===== src/rtl/irdm_pkg.sv =====
// Shared types and helpers for the infrared carrier demodulator.
// Assumes the window select code is two independent bits, early and late.
package irdm_pkg;

    // Tolerance window around the nominal 16-tick carrier period.
    typedef enum logic [1:0] {
        WIN_E3_L3 = 2'd0,
        WIN_E4_L3 = 2'd1,
        WIN_E3_L4 = 2'd2,
        WIN_E4_L4 = 2'd3
    } irdm_win_e;

    // Widest tolerance any window code can select.
    localparam int unsigned TOL_MAX = 4;

    // Early tolerance in ticks for a window code.
    function automatic logic [2:0] early_ticks(input irdm_win_e w);
        return w[0] ? 3'd4 : 3'd3;
    endfunction

    // Late tolerance in ticks for a window code.
    function automatic logic [2:0] late_ticks(input irdm_win_e w);
        return w[1] ? 3'd4 : 3'd3;
    endfunction

endpackage


===== src/rtl/irdm_tick_gen.sv =====
// Receive tick generator: one-cycle pulse every (div_i+1) reference clocks.
// Assumes div_i is quasi-static; a new value takes effect on the next reload.
module irdm_tick_gen #(
    parameter int unsigned DIV_W = 16
) (
    input  logic             clk,
    input  logic             rst_n,
    input  logic [DIV_W-1:0] div_i,
    output logic             tick_o
);

    logic [DIV_W-1:0] cnt_q;

    assign tick_o = (cnt_q == '0);

    // Down-counter that reloads from the divider when it reaches zero.
    always_ff @(posedge clk) begin
        if (!rst_n)
            cnt_q <= '0;
        else if (tick_o)
            cnt_q <= div_i;
        else
            cnt_q <= cnt_q - 1'b1;
    end

    // a non-zero divider never yields ticks on adjacent clocks.
    a_r2_tick_spacing: assert property (@(posedge clk) disable iff (!rst_n)
        (tick_o && div_i != '0) |=> !tick_o);

endmodule


===== src/rtl/irdm_edge_window.sv =====
// Carrier edge window checker. Measures ticks between rising carrier edges,
// declares mark after two consecutive in-window intervals, treats early
// edges as noise and drops mark when the late limit expires.
// Assumes edge_i is a one-clock pulse per synchronised rising edge.
module irdm_edge_window
    import irdm_pkg::*;
#(
    parameter int unsigned PERIOD = 16
) (
    input  logic       clk,
    input  logic       rst_n,
    input  logic       tick_i,
    input  logic       edge_i,
    input  logic [1:0] win_i,
    output logic       mark_o
);

    localparam int unsigned CNT_W = $clog2(PERIOD + TOL_MAX + 1);
    localparam logic [CNT_W:0] BASE = (CNT_W+1)'(PERIOD);

    irdm_win_e        win;
    logic [CNT_W-1:0] since_q;
    logic             have_ref_q;
    logic             one_ok_q;
    logic             mark_q;
    logic [CNT_W:0]   elapsed;
    logic [CNT_W:0]   lim_lo;
    logic [CNT_W:0]   lim_hi;

    assign win    = irdm_win_e'(win_i);
    assign mark_o = mark_q;

    // Window limits and the interval that ends on this clock.
    always_comb begin
        lim_lo  = BASE - {{(CNT_W-2){1'b0}}, early_ticks(win)};
        lim_hi  = BASE + {{(CNT_W-2){1'b0}}, late_ticks(win)};
        elapsed = {1'b0, since_q} + {{CNT_W{1'b0}}, tick_i};
    end

    // Interval classification, valid-interval tracking and timeout.
    always_ff @(posedge clk) begin
        if (!rst_n) begin
            since_q    <= '0;
            have_ref_q <= 1'b0;
            one_ok_q   <= 1'b0;
            mark_q     <= 1'b0;
        end else if (edge_i) begin
            since_q    <= '0;
            have_ref_q <= 1'b1;
            if (!have_ref_q) begin
                one_ok_q <= 1'b0;
            end else if (elapsed < lim_lo) begin
                one_ok_q <= 1'b0;
            end else if (elapsed > lim_hi) begin
                one_ok_q <= 1'b0;
                mark_q   <= 1'b0;
            end else begin
                one_ok_q <= 1'b1;
                if (one_ok_q)
                    mark_q <= 1'b1;
            end
        end else if (tick_i && have_ref_q) begin
            if (since_q == lim_hi[CNT_W-1:0]) begin
                since_q    <= '0;
                have_ref_q <= 1'b0;
                one_ok_q   <= 1'b0;
                mark_q     <= 1'b0;
            end else begin
                since_q <= since_q + 1'b1;
            end
        end
    end

    // mark only rises as the result of a carrier edge.
    a_r4_mark_on_edge: assert property (@(posedge clk) disable iff (!rst_n)
        $rose(mark_o) |-> $past(edge_i));

    // mark only falls when a tick has moved time past the late limit.
    a_r6_drop_on_tick: assert property (@(posedge clk) disable iff (!rst_n)
        $fell(mark_o) |-> $past(tick_i));

    // the tick count never runs beyond the widest late limit.
    a_r3_since_bound: assert property (@(posedge clk) disable iff (!rst_n)
        since_q <= CNT_W'(PERIOD + TOL_MAX));

    // a mark always stands on a reference edge.
    a_r4_mark_has_ref: assert property (@(posedge clk) disable iff (!rst_n)
        mark_o |-> have_ref_q);

endmodule


===== src/rtl/irdm_glitch_filter.sv =====
// Minimum-width level filter on the reference clock. The output takes a new
// level only after the input has held it for min_i consecutive clocks;
// min_i == 0 makes the filter a single register stage.
// Assumes min_i changes only while the input is steady.
module irdm_glitch_filter #(
    parameter int unsigned CNT_W = 16
) (
    input  logic             clk,
    input  logic             rst_n,
    input  logic             in_i,
    input  logic [CNT_W-1:0] min_i,
    output logic             out_o
);

    logic [CNT_W-1:0] cnt_q;
    logic [CNT_W:0]   cnt_nxt;
    logic             out_q;

    assign cnt_nxt = {1'b0, cnt_q} + 1'b1;
    assign out_o   = out_q;

    // Count clocks of disagreement and commit once the count is reached.
    always_ff @(posedge clk) begin
        if (!rst_n) begin
            out_q <= 1'b0;
            cnt_q <= '0;
        end else if (min_i == '0) begin
            out_q <= in_i;
            cnt_q <= '0;
        end else if (in_i == out_q) begin
            cnt_q <= '0;
        end else if (cnt_nxt >= {1'b0, min_i}) begin
            out_q <= in_i;
            cnt_q <= '0;
        end else begin
            cnt_q <= cnt_q + 1'b1;
        end
    end

    // a zero count follows the input one clock later.
    a_r10_bypass: assert property (@(posedge clk) disable iff (!rst_n)
        (min_i == '0) |=> (out_o == $past(in_i)));

    // an input that agrees with the output never changes it.
    a_r8_hold_when_equal: assert property (@(posedge clk) disable iff (!rst_n)
        (in_i == out_o) |=> $stable(out_o));

endmodule


===== src/rtl/ir_carrier_demod.sv =====
// Top of the infrared carrier demodulator: synchronises the raw input,
// detects rising carrier edges, checks them against the tick window and
// passes either the mark level or the raw level through the glitch filter.
// Assumes rx_raw is asynchronous to clk; configuration inputs are quasi-static.
module ir_carrier_demod #(
    parameter int unsigned DIV_W       = 16,
    parameter int unsigned FLT_W       = 16,
    parameter int unsigned PERIOD      = 16,
    parameter int unsigned SYNC_STAGES = 2
) (
    input  logic             clk,
    input  logic             rst_n,
    input  logic             rx_raw,
    input  logic             demod_en,
    input  logic [DIV_W-1:0] clk_div,
    input  logic [1:0]       win_sel,
    input  logic [FLT_W-1:0] min_width,
    output logic             level_out
);

    logic [SYNC_STAGES-1:0] sync_q;
    logic                   prev_q;
    logic                   rx_s;
    logic                   rise;
    logic                   tick;
    logic                   mark;
    logic                   flt_in;

    // First synchroniser stage samples the asynchronous input.
    always_ff @(posedge clk) begin
        if (!rst_n)
            sync_q[0] <= 1'b0;
        else
            sync_q[0] <= rx_raw;
    end

    // Remaining synchroniser stages.
    for (genvar i = 1; i < SYNC_STAGES; i++) begin : g_sync
        always_ff @(posedge clk) begin
            if (!rst_n)
                sync_q[i] <= 1'b0;
            else
                sync_q[i] <= sync_q[i-1];
        end
    end

    assign rx_s = sync_q[SYNC_STAGES-1];

    // Previous synchronised level for rising edge detection.
    always_ff @(posedge clk) begin
        if (!rst_n)
            prev_q <= 1'b0;
        else
            prev_q <= rx_s;
    end

    assign rise   = rx_s & ~prev_q;
    assign flt_in = demod_en ? mark : rx_s;

    irdm_tick_gen #(
        .DIV_W (DIV_W)
    ) tick_i (
        .clk    (clk),
        .rst_n  (rst_n),
        .div_i  (clk_div),
        .tick_o (tick)
    );

    irdm_edge_window #(
        .PERIOD (PERIOD)
    ) win_i (
        .clk    (clk),
        .rst_n  (rst_n),
        .tick_i (tick),
        .edge_i (rise),
        .win_i  (win_sel),
        .mark_o (mark)
    );

    irdm_glitch_filter #(
        .CNT_W (FLT_W)
    ) flt_i (
        .clk   (clk),
        .rst_n (rst_n),
        .in_i  (flt_in),
        .min_i (min_width),
        .out_o (level_out)
    );

    // with demodulation off and no filter, the output trails the synchroniser.
    a_r7_passthrough: assert property (@(posedge clk) disable iff (!rst_n)
        (!demod_en && min_width == '0) |=> (level_out == $past(rx_s)));

    // an edge is a one-clock event.
    a_r5_edge_single: assert property (@(posedge clk) disable iff (!rst_n)
        rise |=> !rise);

endmodule


===== config.mk =====
export PLATFORM = sky130hd
export DESIGN_NAME = ir_carrier_demod
export DESIGN_NICKNAME = d
export VERILOG_FILES = /design/src/rtl/irdm_pkg.sv /design/src/rtl/irdm_tick_gen.sv /design/src/rtl/irdm_edge_window.sv /design/src/rtl/irdm_glitch_filter.sv /design/src/rtl/ir_carrier_demod.sv
export SDC_FILE = /design/constraint.sdc
export NUM_CORES = 1
export LEC_CHECK = 0
export BUFFER_PORTS_ARGS = -buffer_cell sky130_fd_sc_hd__buf_4
export CORE_ASPECT_RATIO = 1.4
export CORE_MARGIN = 5
export CORE_UTILIZATION = 45
export CTS_CLUSTER_SIZE = 24
export DETAILED_ROUTE_END_ITERATION = 10
export PLACE_DENSITY = 0.64
export REMOVE_ABC_BUFFERS = 1
export SYNTH_ARGS = -nofsm -noshare
export SYNTH_HDL_FRONTEND = slang
export SYNTH_SLANG_ARGS = --single-unit

===== constraint.sdc =====
create_clock -name clk -period 3.3 [get_ports clk]
set_clock_uncertainty 0.2 [all_clocks]
set_input_delay 0.33 -clock clk [delete_from_list [all_inputs] [get_ports clk]]
set_output_delay 0.33 -clock clk [all_outputs]
set_load 0.1 [all_outputs]

==> qor.csv, run 1 <==
metric;value;unit
tightest_slew;520.0;ps
wl_met2;3080;µm
timing.final.ws_setup;280.6;ps
hpwl;4719;µm
cts_made_buffers;5;
h-tree-depth;2;
r2r_slack;280;ps
clockRootBuffer;clkbuf_8;
finalHoldViolCount;0;
worstHoldPathCells;2;
area_delta_synth_final;17.53;%
vias_per_cell;5.461;
synthAdderAreaFrac;11.42;%
fin_tns_setup;0;ps
postRouteWirelength;5805;µm
crit_path_start;tick_i.cnt_q[10];
dr_total_vias;2359;
drv_slew;0;
yosys_warnings;0;
drt-initial-drc-count;39;
cp-end-kind;flop;
yosysSeqAreaShare;32.15;%
start_util;46.41;%
drc_errors;0;
synth-simple-area-share;27.81;%
placementRows;33;
layout_common_cells;dfxtp_1 (44), buf_4 (40), nor2_1 (29);
cts_tree;yes;
holdPathEnd;sync_q[0];
grt_pass1_vias;2362;
synth.largest_area_cell;dfxtp_1;
synthTopCellsByArea;dfxtp_1 (32%), ha_1 (11%), xnor2_1 (5.4%), xor2_1 (4.5%), a211oi_1 (4.4%);
ant_nets;0;
synth_top_family_by_area;simple AND/OR/NAND/NOR gates;
leakage;1.372;nW
required;3280;ps
design.core.area;5904;µm²
ys.flop_type;dfxtp_1;
die_h;102.3;µm
grt_overflow_total;0;
p_seq_share;42.2;%
grt_usage;15.51;%
io_pins;39;
clockBufferDepth;2;
first_pass_iters;4;
dr_wl_met3;275;µm
drive_gt1_share;15.75;%
yosys_register_bits;44;
yosysTopAreaCellShare;32.15;%
grt_max_degree;33;
cpPeakStageDelay;390;ps
crit_fanout;5;
pre_cts_slack;101.1;ps
intPower;0.001113;W
crit_top_cell;ha_1;
clkPwrFrac;20.2;%
grt_pass1_wl;10010;µm
power_frac_comb;37.7;%
final_common_cell;dfxtp_1;
critPathSlowestCell;nor4_4;
synth_edf_count;0;
die_width;75.95;µm
setup_viol;0;
highest_layer;met4;
synth-compound-area-share;12.65;%
clk_latency;290;ps
run_status;completed;
power;0.001718;W
syn_area_per_cell;8.483;µm²
die_area;7772;µm²
reg_top3;flt_i.cnt_q: 16 flops, tick_i.cnt_q: 16 flops, win_i.since_q: 5 flops;
min_period;3019;ps
async_flop_share;0;%
p_sw;0.0006047;W
r2r_end;win_i.one_ok_q;
r2r_cells;11;
cp_data_arrival_time;3000;ps
yosysUniqueCellTypes;47;
synth_xor_area_share;9.909;%
reg2reg_from;tick_i.cnt_q[10];
n_fill_cell;592;
path_buf_inv;0;
start_kind;flop;
place_congestion;0.8078;
fin_crit_sh;91.50;%
path_class;reg2reg;
synth.area.mux_share;1.142;%
power.density;533.3;nW/µm²
m1WireLength;2306;µm
worstPathCellList;nor4_4 -> nand2_1 -> nor3_1 -> ha_1 -> ha_1 -> xor2_1 -> ha_1 -> nand3_1 -> o21ai_0 -> o2111a_1 -> a2bb2o_1;
clock.fmax;331.2;MHz
syn-cell-area;2740;µm²
crit_family;simple AND/OR/NAND/NOR gates;
slew_headroom;64.44;%
antenna_cells;0;
antenna_found_initial;0;
clkTransAtPathRegs;80;ps
drv_cap;0;
min_from;rx_raw;
switching_share;35.21;%
cts_sinks;44;
irDropWorstVdd;0.0003781;V
numPortBuffers;38;
cts_hold_buf;0;
nets;424;
hp-class;in2reg;
rsz0062_at_grt;false;
routedWlPerCell;13.44;µm
netlist_instances;323;
-- synthesized netlist by cell type (all sizes together), types with 2 or more instances --
library cell	count
a2111oi	2
a211oi	17
a21oi	9
a31oi	2
and2	5
and3	5
and4	4
clkbuf	9
dfxtp	44
ha	25
inv	24
mux2i	2
nand2	19
nand2b	3
nand3	12
nand4	9
nor2	29
nor2b	2
nor3	13
nor3b	15
nor4	8
nor4bb	2
o21ai	9
o31ai	3
or4	4
xnor2	17
xor2	14
-- metal layers --
layer  GRT usage [%]  vias up
li1                -     1243
met3           4.233       11
met2           30.34       43
met1           14.86     1062
met5               0        -
met4           7.260        0
-- worst max-delay path by stage --
stage / endpoint / cells after the start / slack, ps
2_1_floorplan: flt_i.cnt_q[10] / 10 / 320
3_3_place_gp: win_i.one_ok_q / 11 / 220
3_5_place_dp: flt_i.cnt_q[3] / 11 / 100
4_1_cts: flt_i.cnt_q[3] / 11 / 60
5_1_grt: win_i.one_ok_q / 11 / 40
6_report: win_i.one_ok_q / 11 / 280
-- kinds of logic (layout without fill, tap and decap cells) --
family,after synthesis,after routing
xor+xnor,31,31
simple gates,135,135
flops,44,44
buf+inv,35,74
fa+ha+maj,25,25
mux,3,3
compound gates,50,50
-- timing repair --
item,in CTS,in global routing
buffers inserted,0,0
endpoints found under the setup margin,0,19
resized for setup,0,4
-- power by group through the flow --
stage / clock [W] / combinational (W) / sequential [W]
2_1_floorplan: 0 / 0.000501 / 0.000707
3_3_place_gp: 0 / 0.000631 / 0.000730
3_5_place_dp: 0 / 0.000638 / 0.000728
4_1_cts: 0.000360 / 0.000644 / 0.000717
5_1_grt: 0.000384 / 0.000730 / 0.000741
6_report: 0.000346 / 0.000647 / 0.000724
-- layout make-up --
type | instances | area, µm² | area share (%)
multi-input combinational | 244 | 1744 | 54.16
timing repair buffer | 41 | 320.3 | 9.946
sequential | 44 | 880.8 | 27.35
clock inverter | 1 | 7.507 | 0.2331
tap | 70 | 87.58 | 2.720
inverter | 25 | 93.84 | 2.914
clock buffer | 7 | 86.33 | 2.681
-- stage by stage --
step,utilization [%],cell area (µm²),hold slack (ps),instances
CTS,54.21,3201,35.04,432
global route,54.55,3221,27.56,432
finish,54.55,3221,42.64,432
detailed placement,52.62,3107,228.0,424
floorplan,-,2699,211.8,313
global placement,52.62,3107,217.5,424
Note: power is estimated with default switching activity, not from simulation.
==> run 2: changes to the inputs <==
Settings changed: CTS_BUF_LIST from default to sky130_fd_sc_hd__clkbuf_2 sky130_fd_sc_hd__clkbuf_4 sky130_fd_sc_hd__clkbuf_8, GPL_ROUTABILITY_DRIVEN from default to 0, SYNTH_HIERARCHICAL from default to 1.
==> run 2 against run 1 <==
Against the previous run:
- synthesized cell count up 3.1%
- die area grew 2.7%
- maximum frequency is 1.4% lower
- utilization down 0.20 points
- non-clock buffer count grew 5
- global-route usage grew 0.97 points
- sequential power is 2% higher
- synthesized area up 3.0%
- clock power rose by 21%
- final area increased by 4.1%
- cell count is 4.4% higher
- hold slack got worse by 18 ps
- highest routed layer unchanged
==> qor.csv, run 2 <==
metric;value;unit;change
run_status;completed;;unchanged
fin_crit_sh;92.82;%;was 91.50%
yosys_warnings;6;;was 0
drive_gt1_share;19.26;%;was 15.75%
area_delta_synth_final;18.75;%;was 17.53%
ant_nets;0;;unchanged
cp_data_arrival_time;3100;ps;was 3000 ps
seq_area;882.1;µm²;was 880.8 µm²
irDropWorstVdd;0.0004885;V;was 0.0003781 V
yosysUniqueCellTypes;56;;was 47
start_util;45.76;%;was 46.41%
placementRows;34;;was 33
crit_family;adder cells;;was simple AND/OR/NAND/NOR gates
path_buf_inv;1;;was 0
synth_common_cells;dfxtp_1 (44), inv_1 (32), ha_1 (25);;was dfxtp_1 (44), nor2_1 (29), ha_1 (25)
clock.fmax;326.5;MHz;was 331.2 MHz
yosysMostFrequentCell;dfxtp_1;;unchanged
min_period;3063;ps;was 3019 ps
postRouteWirelength;6417;µm;was 5805 µm
netlist_instances;333;;was 323
worstPathCellList;inv_1 -> ha_2 -> nor4b_4 -> and4_4 -> ha_1 -> ha_2 -> xor2_1 -> ha_1 -> o21ai_0 -> o22ai_1 -> a221o_1 -> o22ai_1;;was nor4_4 -> nand2_1 -> nor3_1 -> ha_1 -> ha_1 -> xor2_1 -> ha_1 -> nand3_1 -> o21ai_0 -> o2111a_1 -> a2bb2o_1
clk_latency;300;ps;was 290 ps
yosys_register_bits;44;;unchanged
drv_cap;0;;unchanged
cpPeakStageDelay;340;ps;was 390 ps
multi_input_area;1803;µm²;was 1744 µm²
yosysSeqAreaShare;31.21;%;was 32.15%
cts_tree;yes;;unchanged
cts_made_buffers;5;;unchanged
first_pass_iters;4;;unchanged
numPortBuffers;38;;unchanged
die_h;103.7;µm;was 102.3 µm
power.density;565.0;nW/µm²;was 533.3 nW/µm²
grt_overflow_total;0;;unchanged
grt_max_degree;20;;was 33
final_common_cell;buf_4;;was dfxtp_1
tightest_slew;461.4;ps;was 520.0 ps
layout_common_cells;buf_4 (46), dfxtp_1 (43), inv_1 (32);;was dfxtp_1 (44), buf_4 (40), nor2_1 (29)
cts_sinks;44;;unchanged
ys.flop_type;dfxtp_1;;unchanged
yosysTopAreaCellShare;31.21;%;was 32.15%
nets;441;;was 424
n_fill_cell;600;;was 592
syn_area_per_cell;8.477;µm²;was 8.483 µm²
drc_errors;0;;unchanged
grt_pass1_vias;2429;;was 2362
synth.largest_area_cell;dfxtp_1;;unchanged
async_flop_share;0;%;unchanged
clkTransAtPathRegs;80;ps;about the same
grt_usage;16.48;%;was 15.51%
drv_slew;0;;unchanged
utilization;54.34;%;was 54.55%
path_class;reg2reg;;unchanged
clockRootBuffer;clkbuf_8;;unchanged
dr_total_vias;2462;;was 2359
setup_viol;0;;unchanged
synth_edf_count;0;;unchanged
start_kind;flop;;unchanged
leakage;1.438;nW;was 1.372 nW
drt-initial-drc-count;47;;was 39
die_area;7979;µm²;was 7772 µm²
antenna_found_initial;0;;unchanged
syn-cell-area;2823;µm²;was 2740 µm²
critPathSlowestCell;a221o_1;;was nor4_4
hp-class;in2reg;;unchanged
routedWlPerCell;14.23;µm;was 13.44 µm
vias_per_cell;5.459;;was 5.461
slew_headroom;69.15;%;was 64.44%
rsz0062_at_grt;false;;unchanged
finalHoldViolCount;0;;unchanged
clockBufferDepth;2;;unchanged
antenna_cells;0;;unchanged
cp-end-kind;flop;;unchanged
grt_pass1_wl;11040;µm;was 10010 µm
fin_tns_setup;0;ps;unchanged
h-tree-depth;2;;unchanged
synthTopCellsByArea;dfxtp_1 (31%), ha_1 (11%), xnor2_1 (5.3%), inv_1 (4.3%), xor2_1 (4.0%);;was dfxtp_1 (32%), ha_1 (11%), xnor2_1 (5.4%), xor2_1 (4.5%), a211oi_1 (4.4%)
design.core.area;6168;µm²;was 5904 µm²
io_pins;39;;unchanged
reg_top3;flt_i/cnt_q: 16 flops, tick_i/cnt_q: 16 flops, win_i/since_q: 5 flops;;was flt_i.cnt_q: 16 flops, tick_i.cnt_q: 16 flops, win_i.since_q: 5 flops
die_width;76.94;µm;was 75.95 µm
whs;24.33;ps;was 42.64 ps
required;3330;ps;was 3280 ps
crit_fanout;4;;was 5
hpwl;5053;µm;was 4719 µm
run 2: final timing paths:
check | start | end | slack (ps) | cells after the start
min | rx_raw | sync_q[0] | 20 | 2
max | tick_i/cnt_q[0] | win_i/one_ok_q | 240 | 12
min reg2reg | sync_q[0] | rx_s | 250 | 1
max reg2reg | tick_i/cnt_q[0] | win_i/one_ok_q | 240 | 12
run 2: kinds of logic after synthesis:
| kind of cell | count (synthesis) | synth area share (%) |
|---|---|---|
| muxes | 2 | 0.8864 |
| xor gates and xnor gates | 31 | 9.885 |
| and+or+nand+nor | 128 | 26.15 |
| buffers and inverters | 40 | 6.028 |
| adders and majority gates | 25 | 11.08 |
| DFF | 44 | 31.21 |
| AOI/OAI and AO/OA | 63 | 14.76 |
run 2: where the power goes:
group | internal, W | total, W | switching (W)
clock network | 0.000233 | 0.000419 | 0.000186
logic | 0.000353 | 0.000735 | 0.000382
registers | 0.000620 | 0.000739 | 0.000119
run 2: metrics by stage:
step | cell area, µm² | power [W] | setup WS, ps | std cells
finish | 3352 | 0.001894 | 236.9 | 451
global route | 3352 | 0.002056 | 1.193 | 451
CTS | 3319 | 0.001877 | 65.72 | 451
detailed placement | 3208 | 0.001448 | 120.6 | 443
global placement | 3208 | 0.001450 | 267.2 | 443
floorplan | 2773 | 0.001233 | 352.3 | 325
run 2: area by class of cell:
class	count	share of cell area, %
inverters	32	3.583
multi-input cells	249	53.79
repair buffers	46	10.30
clock inverters	2	1.045
clock buffers	6	2.277
well taps	72	2.688
flip-flops and latches	44	26.32
run 2: timing repair:
item | 4_1_cts | 5_1_grt
hold buffers | 0 | 0
setup endpoints to repair | 0 | 11
setup buffers | 0 | 0
resized for setup | 0 | 7
run 2: layer usage:
layer	part of all wire [%]	track usage [%]	wire length [µm]	up-vias
met5	0	0	0	-
met4	1.5	6.125	97	0
met3	4.5	3.385	287	8
met2	53	29.53	3385	47
met1	41	18.82	2646	1128
li1	-	-	-	1279
==> run 3: changes to the inputs <==
Settings changed: REMOVE_ABC_BUFFERS 1 to default, SLEW_MARGIN from default to 0.
==> run 3 against run 2 <==
Against the previous run:
- flip-flop and latch count stayed put
- setup slack got worse by 48 ps
- routed wire length down 4.2%
- first-iteration DRC count rose by 32%
- clock-buffer cell count unchanged
- die area stayed put
- register-to-register slack worse by 50 ps
- via count decreased by 2.2%
- cell count unchanged
- clock power grew 4%
- critical path depth unchanged
- global-route usage fell by 1.0 points
- largest power group unchanged
==> qor.csv, run 3 (same netlist as run 2, synthesis figures left out) <==
metric;value;unit;change
run_status;completed;;unchanged
post_cts_buffers;0;;unchanged
crit_fanout;4;;unchanged
ant_nets;0;;unchanged
reg_top3;flt_i/cnt_q: 16 flops, tick_i/cnt_q: 16 flops, win_i/since_q: 5 flops;;unchanged
rsz0062_at_grt;false;;unchanged
clkPwrFrac;23.2;%;was 22.1%
crit_cells;12;;unchanged
drv_slew;0;;unchanged
nets;441;;unchanged
drt-initial-drc-count;62;;was 47
layout_common_cells;buf_4 (46), dfxtp_1 (44), inv_1 (32);;was buf_4 (46), dfxtp_1 (43), inv_1 (32)
vias_per_cell;5.337;;was 5.459
switching_share;35.84;%;was 36.29%
p_sw;0.0006693;W;was 0.0006873 W
grt_overflow_total;0;;unchanged
clock.fmax;321.5;MHz;was 326.5 MHz
r2r_cells;12;;unchanged
path_class;reg2reg;;unchanged
cts_tree;yes;;unchanged
power_frac_comb;37.3;%;was 38.8%
h-tree-depth;2;;unchanged
antenna_cells;0;;unchanged
start_kind;flop;;unchanged
area_delta_synth_final;18.35;%;was 18.75%
min_period;3111;ps;was 3063 ps
cts_sinks;44;;unchanged
hpwl;4968;µm;was 5053 µm
intPower;0.001198;W;was 0.001207 W
grt_pass1_wl;10360;µm;was 11040 µm
cp-end-kind;flop;;unchanged
cts_hold_buf;0;;unchanged
grt_pass1_vias;2360;;was 2429
routedWlPerCell;13.63;µm;was 14.23 µm
power.density;559.0;nW/µm²;was 565.0 nW/µm²
critPathSlowestCell;a221o_1;;unchanged
clockBufferDepth;2;;unchanged
drc_errors;0;;unchanged
grt_max_degree;20;;unchanged
io_pins;39;;unchanged
slew_headroom;52.41;%;was 69.15%
clk_latency;290;ps;was 300 ps
drive_gt1_share;18.73;%;was 19.26%
clockRootBuffer;clkbuf_8;;unchanged
setup_viol;0;;unchanged
tightest_slew;707.4;ps;was 461.4 ps
crit_family;adder cells;;unchanged
drv_cap;0;;unchanged
worstHoldPathCells;2;;unchanged
final_common_cell;buf_4;;unchanged
path_buf_inv;1;;unchanged
grt_usage;15.47;%;was 16.48%
first_pass_iters;4;;unchanged
clkTransAtPathRegs;80;ps;about the same
syn-num-nets;396;;
n_fill_cell;600;;unchanged
start_util;45.76;%;unchanged
cp_data_arrival_time;3130;ps;was 3100 ps
die_width;76.94;µm;unchanged
hp-class;in2reg;;unchanged
die_area;7979;µm²;unchanged
die_h;103.7;µm;unchanged
worstPathCellList;inv_1 -> ha_1 -> nor4b_2 -> and4_1 -> ha_2 -> ha_2 -> xor2_1 -> ha_1 -> o21ai_0 -> o22ai_1 -> a221o_1 -> o22ai_1;;was inv_1 -> ha_2 -> nor4b_4 -> and4_4 -> ha_1 -> ha_2 -> xor2_1 -> ha_1 -> o21ai_0 -> o22ai_1 -> a221o_1 -> o22ai_1
dr_total_vias;2407;;was 2462
finalHoldViolCount;0;;unchanged
utilization;54.16;%;was 54.34%
p_seq_share;39.4;%;was 39.0%
leakage;1.415;nW;was 1.438 nW
fin_tns_setup;0;ps;unchanged
numPortBuffers;38;;unchanged
cpPeakStageDelay;340;ps;about the same
cts_made_buffers;5;;unchanged
fin_crit_sh;94.26;%;was 92.82%
antenna_found_initial;0;;unchanged
postRouteWirelength;6148;µm;was 6417 µm
design.core.area;6168;µm²;unchanged
placementRows;34;;unchanged
irDropWorstVdd;0.0004262;V;was 0.0004885 V
required;3320;ps;was 3330 ps
==> run 3: cell counts in the layout (fill, tap and decap cells not counted) <==
Identical to the previous run, type by type.
==> run 3: layer usage <==
metal / wire length, µm / global-route usage [%] / share of wire (%) / up-vias
li1: - / - / - / 1284
met1: 2632 / 17.40 / 43 / 1070
met2: 3163 / 28.25 / 51 / 44
met3: 249 / 2.865 / 4.1 / 9
met4: 102 / 5.750 / 1.7 / 0
met5: 0 / 0 / 0 / -
==> run 3: area by class of cell <==
class,count,area (µm²),area share (%)
Multi-Input combinational cell,249,1783,53.37
Sequential cell,44,880.8,26.37
Timing Repair Buffer,46,345.3,10.34
Inverter,32,120.1,3.596
Tap cell,72,90.09,2.697
Clock buffer,6,82.58,2.472
Clock inverter,2,38.79,1.161
==> run 3: power by group through the flow <==
stage               sequential [W]  clock [W]  combinational [W]
floorplan                 0.000709          0           0.000548
global placement          0.000742          0           0.000693
detailed placement        0.000742          0           0.000694
CTS                       0.000731   0.000448           0.000700
global route              0.000753   0.000470           0.000790
finish                    0.000737   0.000434           0.000697
==> run 3: worst paths after layout <==
check	from	end	slack (ps)
max reg2reg	tick_i/cnt_q[0]	win_i/one_ok_q	190
max	tick_i/cnt_q[0]	win_i/one_ok_q	190
min reg2reg	sync_q[0]	rx_s	260
min	rx_raw	sync_q[0]	30
==> run 3: per-stage QoR <==
step           instances  power [W]  area [µm²]  hold WS (ps)  worst slack [ps]
6_report             451   0.001868        3341         34.29             189.3
5_1_grt              451   0.002013        3341         37.45             32.94
4_1_cts              451   0.001879        3329         29.75             27.08
3_5_place_dp         443   0.001436        3208         225.0             50.59
3_3_place_gp         443   0.001435        3208         239.0             265.3
2_1_floorplan        333   0.001257        2823         211.8             350.6
==> run 3: timing repair <==
item                       CTS  global route
gates resized for setup      0             3
setup endpoints to repair    0             2
hold endpoints to repair     0             0
